--- config.mk ---
export PLATFORM = sky130hd
export DESIGN_NAME = rot_prio_resolver
export DESIGN_NICKNAME = d
export VERILOG_FILES = /design/src/rtl/rpr_pkg.sv /design/src/rtl/rpr_rotate.sv /design/src/rtl/rpr_first.sv /design/src/rtl/rot_prio_resolver.sv
export SDC_FILE = /design/constraint.sdc
export NUM_CORES = 1
export LEC_CHECK = 0
export ABC_CLOCK_PERIOD_IN_PS = 1200
export BUFFER_PORTS_ARGS = -buffer_cell sky130_fd_sc_hd__buf_2
export CORE_UTILIZATION = 45
export DETAILED_ROUTE_END_ITERATION = 8
export PLACE_DENSITY = 0.7
export SLEW_MARGIN = 20
export SYNTH_ARGS = -nofsm -noshare
export SYNTH_HDL_FRONTEND = slang
export SYNTH_SLANG_ARGS = --single-unit
--- constraint.sdc ---
create_clock -name clk -period 1.2 [get_ports clk]
set_clock_uncertainty 0.05 [all_clocks]
set_input_delay 0.18 -clock clk [delete_from_list [all_inputs] [get_ports clk]]
set_output_delay 0.18 -clock clk [all_outputs]
set_load 0.02 [all_outputs]
--- src/rtl/rpr_pkg.sv ---
package rpr_pkg;
    parameter int RPR_LINES = 8;
    parameter int RPR_IDX_W = $clog2(RPR_LINES);

    typedef struct packed {
        logic                 irq;
        logic [RPR_IDX_W-1:0] line;
    } rpr_state_t;
endpackage

--- src/rtl/rpr_rotate.sv ---
module rpr_rotate #(
    parameter int N  = 8,
    parameter int IW = 3
) (
    input  logic [N-1:0]  vec_i,
    input  logic [IW-1:0] start_i,
    output logic [N-1:0]  rot_o
);
    // rot_o[k] is the bit found k steps after start_i on the ring
    for (genvar k = 0; k < N; k++) begin : g_rot
        logic [IW-1:0] src;
        assign src      = start_i + IW'(k);
        assign rot_o[k] = vec_i[src];
    end
endmodule

--- src/rtl/rpr_first.sv ---
module rpr_first #(
    parameter int N  = 8,
    parameter int IW = 3
) (
    input  logic [N-1:0]  vec_i,
    output logic          found_o,
    output logic [IW-1:0] pos_o
);
    always_comb begin
        found_o = |vec_i;
        pos_o   = '0;
        for (int i = N - 1; i >= 0; i--) begin
            if (vec_i[i]) pos_o = IW'(i);
        end
    end
endmodule

--- src/rtl/rot_prio_resolver.sv ---
module rot_prio_resolver
    import rpr_pkg::*;
(
    input  logic                 clk,
    input  logic                 rst_n,
    input  logic [RPR_LINES-1:0] req_i,
    input  logic [RPR_LINES-1:0] mask_i,
    input  logic [RPR_LINES-1:0] insvc_i,
    input  logic [RPR_IDX_W-1:0] lowest_i,
    input  logic                 spec_mask_i,
    input  logic                 ack_i,
    output logic                 int_o,
    output logic [RPR_IDX_W-1:0] line_o
);
    localparam int N  = RPR_LINES;
    localparam int IW = RPR_IDX_W;

    rpr_state_t state_d, state_q;

    logic [IW-1:0] top_pos;
    logic [N-1:0]  cand_w, rot_cand, rot_isr, allow, elig;
    logic          isr_found, win_found;
    logic [IW-1:0] isr_pos, win_pos, win_line;

    assign top_pos = lowest_i + IW'(1);
    assign cand_w  = req_i & ~mask_i;

    rpr_rotate #(.N(N), .IW(IW)) u_rot_cand (
        .vec_i(cand_w), .start_i(top_pos), .rot_o(rot_cand));
    rpr_rotate #(.N(N), .IW(IW)) u_rot_isr (
        .vec_i(insvc_i), .start_i(top_pos), .rot_o(rot_isr));
    rpr_first #(.N(N), .IW(IW)) u_first_isr (
        .vec_i(rot_isr), .found_o(isr_found), .pos_o(isr_pos));

    // Eligibility per ring position: special mode skips in-service lines,
    // normal mode stops at the first in-service line.
    for (genvar k = 0; k < N; k++) begin : g_allow
        assign allow[k] = spec_mask_i ? ~rot_isr[k]
                                      : (~isr_found | (IW'(k) < isr_pos));
    end

    assign elig = rot_cand & allow;

    rpr_first #(.N(N), .IW(IW)) u_first_win (
        .vec_i(elig), .found_o(win_found), .pos_o(win_pos));

    assign win_line = top_pos + win_pos;

    always_comb begin
        state_d = state_q;
        if (state_q.irq) begin
            if (ack_i) state_d.irq = 1'b0;
        end else if (win_found) begin
            state_d.irq  = 1'b1;
            state_d.line = win_line;
        end
    end

    always_ff @(posedge clk or negedge rst_n) begin
        if (!rst_n) state_q <= '0;
        else        state_q <= state_d;
    end

    assign int_o  = state_q.irq;
    assign line_o = state_q.line;

    AST_HOLD_PENDING: assert property (@(posedge clk) disable iff (!rst_n)
        (int_o && !ack_i) |=> (int_o && $stable(line_o)));
    AST_ACK_DROPS: assert property (@(posedge clk) disable iff (!rst_n)
        (int_o && ack_i) |=> (!int_o && $stable(line_o)));
    AST_LINE_ONLY_ON_RISE: assert property (@(posedge clk) disable iff (!rst_n)
        !$rose(int_o) |-> $stable(line_o));
    AST_WIN_IS_CAND: assert property (@(posedge clk) disable iff (!rst_n)
        $rose(int_o) |-> ((($past(cand_w) >> line_o) & N'(1)) != '0));
    AST_TOP_BUSY_BLOCKS: assert property (@(posedge clk) disable iff (!rst_n)
        (!int_o && !spec_mask_i && insvc_i[top_pos]) |=> !int_o);
    AST_SPEC_SKIPS_ISR: assert property (@(posedge clk) disable iff (!rst_n)
        ($rose(int_o) && $past(spec_mask_i)) |->
        ((($past(insvc_i) >> line_o) & N'(1)) == '0));
endmodule

==> results.md, run 1 <==
- F_max: 0.264 GHz
- Failing checks: negative setup slack
- Rel. slew slack: 80.9%
- 1st-iter DRT viols: 137
- DRC Markers: 0
- Dpl cells: 298
- EDFF count, synth: 0
- Initial antenna violation count: 0
- H-tree lvl count: 1
- Worst min path class: input port to flip-flop
- ANT nets after route: 0
- DR WL/cell: 19.8 um
- Critical path class: input port to flip-flop
- Main synth FF type: dfrtp_1
- Critical Path Start Type: input port
- Combinational share of power: 79.1%
- Final GP Congestion: 0.931
- Clock tree from TritonCTS: done
- Largest area contributor in the netlist: mux4_2
- # nets final: 302
- Die footprint: 4020 um^2
- Max-slew violations: 0
- Slew @ Worst Pin: 0.278 ns
- TritonRoute pass-1 iters: 4
- Initial Util: 48.9%
- Syn Inst Count: 170
- #FFs+latches synth: 4
- Synth Warn #: 0
- Vias per Instance: 6.24
- Total routed wirelength: 6.16 mm
- Mapped Area: 1700 um^2
- Max clock buf depth: 2
- Commonest non-fill, non-tap cell in the layout: buf_4
- Clock Tree Root: clkbuf_8
- Sequential share of power: 9.8%
- Vias in the first global route: 1,955
- IO buf count: 34
- Synth Area per Inst: 9.98 um^2
- # diodes: 0
- Synth top area cells: mux4_2, dfrtp_1, mux2_2, mux2i_1, nor2b_1
- Status: finished, violations left
- Period utilization: 316%
- CTS clk-pin slew, worst paths: 0.03 ns
- First-pass GRT wire length: 9.56 mm
- Clk sinks: 4
- Setup TNS: -8.31 ns
- Via count: 1,940
- Remaining Overflow, GRT: 0
- Die span in x: 63.4 um
- Worst skew pair latency: 0.23 ns
- Syn_nets: 205
- Arr. time, crit path: 3.86 ns
- P_sw: 1.20 mW
- Io pins: 35
- CTS Buf Count: 3
- Seq/Total Area, Yosys: 5.90%
- Critical Path End Type: flip-flop
- Peak supply drop: 606 uV
- Lkg Pwr: 1.14 nW
- Share of cells above drive strength 1: 66.4%
- FF+latch area: 101 um^2
- Distinct cells, synth: 62
- Final Setup Violations: 4
- Core area: 3470 um^2
- CP Max Fanout: 7
- Unrepaired setup endpoints after global routing: true
- Fillers: 233
- Clock Power Share: 11.1%
- Final min period: 3.79 ns
- Tot GR Track Use: 30.9%
- Ys async rst share: 100%
- Worst Setup Slack, final: -2.59 ns
- Post-DP HPWL: 4.30 mm
- Max_cap viols: 0
- Internal cell power: 1.59 mW
- Site row count: 21
- Final Hold Viols: 0
- Pwr Density: 1030 nW/um^2
- Syn-to-layout area delta: 58.8%
- Post-Layout Cell Count: 311
- Worst endpoint required time: 1.26 ns
- Most frequent cells in the layout: buf_4, buf_2, mux4_2
- Area of the multi-input gates: 1700 um^2
- Switching Fraction: 43.0%
- Largest net degree at the start of global routing: 12
- Area share of the largest cell type after synthesis: 27.9%
- Height of the die: 63.4 um
==> final cells by class <==
class                   instances  share of cell area [%]
well taps                      46                    2.14
flip-flops and latches          4                    3.76
clock buffers                   3                    1.53
multi-input cells             147                    63.0
repair buffers                100                    27.7
inverters                      11                    1.81
==> worst max-delay path, cell delays in order <==
cell,delay [ns]
buf_8,0.09
inv_8,0.03
ha_4,0.31
buf_4,0.16
or2_4,0.14
o221ai_2,0.13
buf_4,0.15
a311o_2,0.45
and2_4,0.17
a21boi_2,0.16
o311ai_4,0.27
a21boi_2,0.19
o221a_2,0.22
ha_4,0.12
inv_2,0.03
fa_2,0.34
xnor2_1,0.15
or3_1,0.33
a31oi_2,0.15
nor3_1,0.07
==> worst paths after layout <==
path / slack [ns] / endpoint / startpoint / cells after the start
max in group asynchronous: 0.67 / int_o / rst_n / 2
min: 0.17 / int_o / ack_i / 3
max: -2.59 / line_o[2] / lowest_i[0] / 20
min reg2reg: 0.48 / line_o[0] / line_o[0] / 1
max reg2reg: -0.01 / line_o[2] / int_o / 3
min in group asynchronous: 0.29 / line_o[2] / rst_n / 2
==> power groups by stage <==
stage / Sequential, mW / Combinational, mW / Clock, mW
final: 0.274 / 2.21 / 0.308
after global placement: 0.258 / 1.81 / 0
after global routing: 0.282 / 2.33 / 0.317
after floorplan: 0.352 / 1.08 / 0
after detailed placement: 0.265 / 1.87 / 0
after CTS: 0.265 / 2.03 / 0.302
==> cell usage after synthesis, types with 2 or more instances <==
| cell type | count |
|---|---|
| nor3_1 | 4 |
| a221oi_1 | 3 |
| a32oi_1 | 2 |
| o221ai_1 | 4 |
| a31oi_1 | 2 |
| xnor2_1 | 2 |
| nor2b_1 | 10 |
| dfrtp_1 | 4 |
| mux4_2 | 21 |
| mux2_2 | 7 |
| o22ai_1 | 2 |
| xnor3_1 | 2 |
| buf_2 | 3 |
| buf_6 | 4 |
| or2_1 | 2 |
| a311o_1 | 2 |
| or2_2 | 2 |
| o21ai_0 | 3 |
| ha_1 | 3 |
| nand3_1 | 2 |
| nand2b_1 | 7 |
| nand2_1 | 13 |
| nor2_1 | 10 |
| mux2i_1 | 7 |
| inv_1 | 10 |
| a21boi_0 | 3 |
==> timing repair <==
action,CTS,global route
hold buffers,1,0
pin swaps,7,4
hold endpoints to repair,4,0
gates resized for setup,21,23
buffers inserted,8,1
endpoints found under the setup margin,4,5
==> metrics by stage <==
| step | hold WS [ns] | utilization, % | worst slack, ns | cell area [um^2] | total power [mW] |
|---|---|---|---|---|---|
| 3_5_place_dp | -0.0572 | 68.8 | -2.89 | 2380 | 2.14 |
| 2_1_floorplan | -0.166 | - | -2.89 | 1790 | 1.43 |
| 5_1_grt | 0.193 | 77.7 | -2.78 | 2690 | 2.92 |
| 4_1_cts | 0.183 | 74.6 | -2.52 | 2590 | 2.60 |
| 3_3_place_gp | -0.0638 | 68.8 | -2.73 | 2380 | 2.07 |
| 6_report | 0.171 | 77.7 | -2.59 | 2690 | 2.79 |
==> flip-flops by register name (all words and copies together) (netlist names) <==
register / count
line_o: 3
int_o: 1
==> cell families (layout without fill, tap and decap cells) <==
family	Yosys count	in the layout	share of synthesized area (%)
flip-flops	4	4	5.90
AO/OA/AOI/OAI	42	42	23.0
AND/OR/NAND/NOR	59	59	18.7
adder cells (fa/ha/maj)	4	4	3.39
buffers and inverters	19	114	6.19
multiplexers	37	37	38.6
XOR/XNOR	5	5	4.20
==> metal layers <==
metal  track usage [%]  vias up  wire (um)
met2              53.3      102       3230
met3              4.53       26        389
met1              37.2      939       2300
li1                  -      873          -
met4              15.3        0        240
met5                 0        -          0
Power figures use the tool's default switching activity.
==> inputs of run 2 (changes only) <==
Settings changed: PLACE_DENSITY 0.7 to not set, PLACE_DENSITY_LB_ADDON set to 0.25.
==> run 2 against run 1 <==
The flow still finishes with violations (negative setup slack). Non-clock buffer count rose by 9. Sequential share of layout area fell by 0.057 points. Core utilization up 1.2 points. Fmax down 0.32%. Routed wire length up 6.7%. Cell count is 2.9% higher.
==> results.md, run 2 (synthesis results as in run 1) <==
- Unrepaired setup endpoints after global routing: true
- Critical R2R Capture: line_o[2]
- CP Max Fanout: 5
- Slew @ Worst Pin: 0.322 ns
- CP max stage delay: 0.53 ns
- Height of the die: 63.4 um
- Site row count: 21
- R2r setup slk: -0.03 ns
- Failing checks: negative setup slack
- Io pins: 35
- Critical path class: input port to flip-flop
- Post-DP HPWL: 4.39 mm
- Worst min path class: input port to flip-flop
- Initial antenna violation count: 0
- CP dominant cell by count: mux4_2
- Final Setup Violations: 4
- Dpl cells: 306
- Commonest non-fill, non-tap cell in the layout: buf_4
- Family with the most delay on the worst path: multiplexers
- Fin Hold WS: 0.200 ns
- Arr. time, crit path: 3.86 ns
- Clock tree from TritonCTS: done
- Max_cap viols: 0
- RR Startpoint: int_o
- Tot GR Track Use: 32.2%
- Pwr Density: 1040 nW/um^2
- Setup TNS: -8.53 ns
- Dpl cell area: 2430 um^2
- Most frequent cells in the layout: buf_4, buf_2, mux4_2
- Final Hold Viols: 0
- Remaining Overflow, GRT: 0
- 1st-iter DRT viols: 248
- Critical Path Start Type: input port
- R2r worst-path depth: 3
- Syn-to-layout area delta: 61.2%
- Die footprint: 4020 um^2
- IO buf count: 34
- Hold EP: int_o
- # diodes: 0
- Worst endpoint required time: 1.25 ns
- Post-Layout Cell Count: 320
- CP cell instances: buf_8 > inv_8 > ha_4 > mux4_2 > nor2_1 > inv_1 > mux4_2 > buf_12 > nor3_2 > a22oi_2 > nand3b_1 > a2bb2o_4 > fa_2 > xnor2_1 > or3_1 > a31oi_1 > nor3_1
- Initial Util: 48.9%
- Largest register FFs: 3
- Worst skew pair latency: 0.22 ns
- CP max-delay cell: mux4_2
- Final GP Congestion: 0.884
- Die span in x: 63.4 um
- Rel. slew slack: 77.9%
- Via count: 2,027
- F_max: 0.263 GHz
- First-pass GRT wire length: 10.0 mm
- Lkg Pwr: 1.18 nW
- Critical Path End Type: flip-flop
- Clk sinks: 4
- Period utilization: 317%
- Max-slew violations: 0
- Worst Setup Slack, final: -2.60 ns
- CTS Buf Count: 3
- # nets final: 311
- Final min period: 3.80 ns
- Share of cells above drive strength 1: 65.7%
- DR WL/cell: 20.5 um
- Vias per Instance: 6.33
- ANT nets after route: 0
- Design area: 2740 um^2
- H-tree lvl count: 1
- Peak supply drop: 553 uV
- Core area: 3470 um^2
- Clock Tree Root: clkbuf_8
- Overall Power: 2.85 mW
- CTS clk-pin slew, worst paths: 0.03 ns
- Vias in the first global route: 2,188
- WHS Path Cells: 3
- Largest net degree at the start of global routing: 15
- Status: finished, violations left
- Min-delay src: ack_i
- WP buf/inv: 4
- DRC Markers: 0
- Total routed wirelength: 6.57 mm
- TritonRoute pass-1 iters: 4
- Max clock buf depth: 2
[run 2: metrics by stage]
step	utilization, %	worst slack (ns)
floorplan	-	-2.89
global placement	70.1	-2.72
detailed placement	70.1	-2.88
CTS	77.5	-2.50
global route	78.9	-2.71
finish	78.9	-2.60
[run 2: metal layers]
layer | vias to the layer above | GRT usage, % | share of wire (%)
li1 | 889 | - | -
met1 | 1000 | 33.8 | 36
met2 | 103 | 60.1 | 54
met3 | 35 | 5.62 | 5.5
met4 | 0 | 17.3 | 5.4
met5 | - | 0 | 0
[run 2: how the worst max path moves through the flow]
stage                           start   endpoint  cells after the start
after CTS                 lowest_i[0]  line_o[2]                     19
after detailed placement  lowest_i[0]  line_o[2]                     19
after global placement    lowest_i[0]  line_o[2]                     19
after global routing      lowest_i[0]  line_o[2]                     19
after floorplan           lowest_i[0]  line_o[2]                     20
final                     lowest_i[0]  line_o[2]                     17
[run 2: final cells by class]
| cell class | count | area [um^2] |
|---|---|---|
| Clock buffer | 3 | 41.3 |
| Fill cell | 222 | 733 |
| Inverter | 11 | 48.8 |
| Multi-Input combinational cell | 147 | 1660 |
| Sequential cell | 4 | 101 |
| Tap cell | 46 | 57.6 |
| Timing Repair Buffer | 109 | 823 |
[run 2: worst min-delay path, stage by stage]
cell,delay [ns]
buf_2,0.09
nand2_1,0.06
o21a_1,0.10
[run 2: where the power goes]
| group | leakage, nW | switching [mW] | internal, mW |
|---|---|---|---|
| Sequential | 0.0456 | 0.0674 | 0.211 |
| Clock | 0.0216 | 0.0741 | 0.214 |
| Combinational | 1.11 | 1.08 | 1.20 |
[run 2: repair_timing]
| action | in CTS | in global routing |
|---|---|---|
| buffers inserted | 9 | 1 |
| gates resized for setup | 26 | 10 |
| hold endpoints to repair | 4 | 0 |
| setup endpoints to repair | 4 | 5 |
| pin swaps | 5 | 4 |
| hold buffers | 1 | 0 |
==> inputs of run 3 (changes only) <==
Settings changed: SYNTH_HIERARCHICAL set to 1.
==> run 3 against run 2 <==
The flow still finishes with violations (negative setup slack). Synthesized area decreased by 12%. Fmax decreased by 5.2%. Sequential share of layout area increased by 0.73 points. Power decreased by 19%. Die area decreased by 12%. Register-to-register slack improved by 0.24 ns. Largest power group unchanged.
==> results.md, run 3 <==
- Largest area contributor in the netlist: mux2_2
- Worst endpoint required time: 1.27 ns
- CP Max Fanout: 4
- Unrepaired setup endpoints after global routing: true
- Sequential share of power: 10.8%
- Vias per Instance: 5.60
- Status: finished, violations left
- DR WL/cell: 15.7 um
- WP buf/inv: 5
- Max_cap viols: 0
- Count leader, synth: mux2_2
- Die span in x: 59.5 um
- Mapped Area: 1490 um^2
- Total routed wirelength: 4.50 mm
- First-pass GRT wire length: 7.30 mm
- Final min period: 4.01 ns
- F_max: 0.249 GHz
- Switching Fraction: 44.9%
- DRC Markers: 0
- Most frequent cells in the layout: buf_4, buf_2, mux2_2
- Share of cells above drive strength 1: 57.2%
- Largest register FFs: 3
- # diodes: 0
- Clock Power Share: 7.2%
- Overall Power: 2.30 mW
- Final Setup Violations: 4
- Dpl cells: 282
- Via count: 1,608
- Site row count: 20
- CP max-delay cell: mux4_2
- Final GP Congestion: 0.886
- Worst min path class: input port to flip-flop
- Period utilization: 334%
- Max clock buf depth: 2
- Commonest non-fill, non-tap cell in the layout: buf_4
- Syn Inst Count: 169
- Arr. time, crit path: 4.08 ns
- Clk sinks: 4
- Fillers: 259
- Worst skew pair latency: 0.23 ns
- Slew @ Worst Pin: 0.453 ns
- P_sw: 1.03 mW
- Max-slew violations: 0
- Tot GR Track Use: 26.9%
- CP max stage delay: 0.50 ns
- Initial Util: 47.9%
- Rel. slew slack: 69.7%
- Final Hold Viols: 0
- Peak supply drop: 478 uV
- CTS clk-pin slew, worst paths: 0.04 ns
- Syn_nets: 207
- Die footprint: 3530 um^2
- Fin Hold WS: 0.0755 ns
- Family with the most delay on the worst path: simple AND/OR/NAND/NOR gates
- Area of the multi-input gates: 1490 um^2
- Post-Layout Cell Count: 287
- Area share of the largest cell type after synthesis: 15.9%
- Lkg Pwr: 1.03 nW
- H-tree lvl count: 1
- IO buf count: 34
- Critical path class: input port to flip-flop
- Initial antenna violation count: 0
- FF+latch area: 100 um^2
- Core area: 3100 um^2
- EDFF count, synth: 0
- Critical Path Start Type: input port
- Io pins: 35
- Critical Path End Type: flip-flop
- Top cells by count, synth: mux2_2, nand2_1, nor2b_1, inv_1, nor2_1
- Synth Warn #: 6
- Clock tree from TritonCTS: done
- Combinational share of power: 82.0%
- Worst Setup Slack, final: -2.81 ns
- Syn-to-layout area delta: 51.9%
- Failing checks: negative setup slack
- CP cell instances: buf_8 > buf_4 > clkinvlp_4 > inv_1 > ha_4 > mux4_2 > mux2_4 > nor4_4 > and3b_2 > or3b_4 > o311a_4 > o21bai_1 > o41ai_2 > ha_2 > inv_2 > fa_2 > xnor2_2 > xnor2_1 > o21ai_1
- #FFs+latches synth: 4
- Dpl cell area: 2020 um^2
- TritonRoute pass-1 iters: 4
- 1st-iter DRT viols: 56
- ANT nets after route: 0
- Distinct cells, synth: 33
- Ys async rst share: 100%
- Post-DP HPWL: 3.44 mm
- Pwr Density: 1020 nW/um^2
- Design area: 2260 um^2
- Remaining Overflow, GRT: 0
- Main synth FF type: dfrtp_1
- CTS Buf Count: 3
- Synth Area per Inst: 8.79 um^2
- # nets final: 283
- Vias in the first global route: 1,700
- Height of the die: 59.5 um
- Largest net degree at the start of global routing: 14
- Internal cell power: 1.27 mW
- Clock Tree Root: clkbuf_4
- Synth top area cells: mux2_2, mux4_1, dfrtp_1, nor2b_1, mux2i_1
- Seq/Total Area, Yosys: 6.74%
- DP Worst Slack: -3.19 ns
==> run 3: layer usage <==
| metal | share of wire (%) | GRT usage, % | vias to the layer above | wire (um) |
|---|---|---|---|---|
| li1 | - | - | 789 | - |
| met1 | 40 | 30.1 | 771 | 1790 |
| met2 | 55 | 52.8 | 44 | 2490 |
| met3 | 3.9 | 5.24 | 4 | 177 |
| met4 | 0.89 | 3.40 | 0 | 40 |
| met5 | 0 | 0 | - | 0 |
==> run 3: logic make-up after synthesis <==
logic type               count (synthesis)  share of synthesized area [%]
buffers and inverters                   21                           8.00
AO/OA/AOI/OAI                           35                           17.0
multiplexers                            37                           35.5
adder cells (fa/ha/maj)                  7                           6.40
XOR/XNOR                                11                           6.49
AND/OR/NAND/NOR                         54                           19.9
flip-flops                               4                           6.74
==> run 3: power by group through the flow <==
stage | sequential (mW) | combinational [mW] | clock, mW
global route | 0.253 | 2.04 | 0.191
detailed placement | 0.244 | 1.63 | 0
global placement | 0.239 | 1.57 | 0
CTS | 0.247 | 1.73 | 0.178
finish | 0.249 | 1.88 | 0.165
floorplan | 0.326 | 0.984 | 0
==> run 3: per-stage QoR <==
stage          TNS (ns)  utilization, %
3_5_place_dp     -11.73            65.1
3_3_place_gp     -11.43            65.1
4_1_cts          -10.10            68.8
2_1_floorplan    -11.46               -
5_1_grt          -10.63            72.7
6_report         -10.14            72.7
==> run 3: path summary, 6_finish.rpt <==
path	from	endpoint	slack [ns]	cells past startpoint
min in group asynchronous	rst_n	line_o[1]	0.24	2
min	ack_i	int_o	0.08	2
max	lowest_i[0]	line_o[2]	-2.81	19
min reg2reg	line_o[1]	line_o[1]	0.44	2
max reg2reg	int_o	line_o[0]	0.21	2
max in group asynchronous	rst_n	line_o[0]	0.73	2
==> run 3: worst reg2reg max path: cells and delay by family, from the launching register on <==
family | cells | cell delay (ns)
flops | 1 | 0.36
mux | 1 | 0.33
simple gates | 1 | 0.14
==> run 3: cell type report <==
type	count	share of cell area (%)
clock buffer	3	0.998
inverter	12	2.27
multi-input combinational	144	66.2
sequential	4	4.44
tap	44	2.44
timing repair buffer	80	23.7
==> run 3: repair_timing <==
action / 4_1_cts / 5_1_grt
hold buffers: 1 / 0
resized for setup: 14 / 22
endpoints found under the setup margin: 4 / 4
hold endpoints to repair: 4 / 0
setup buffers: 1 / 0
pin swaps: 12 / 5
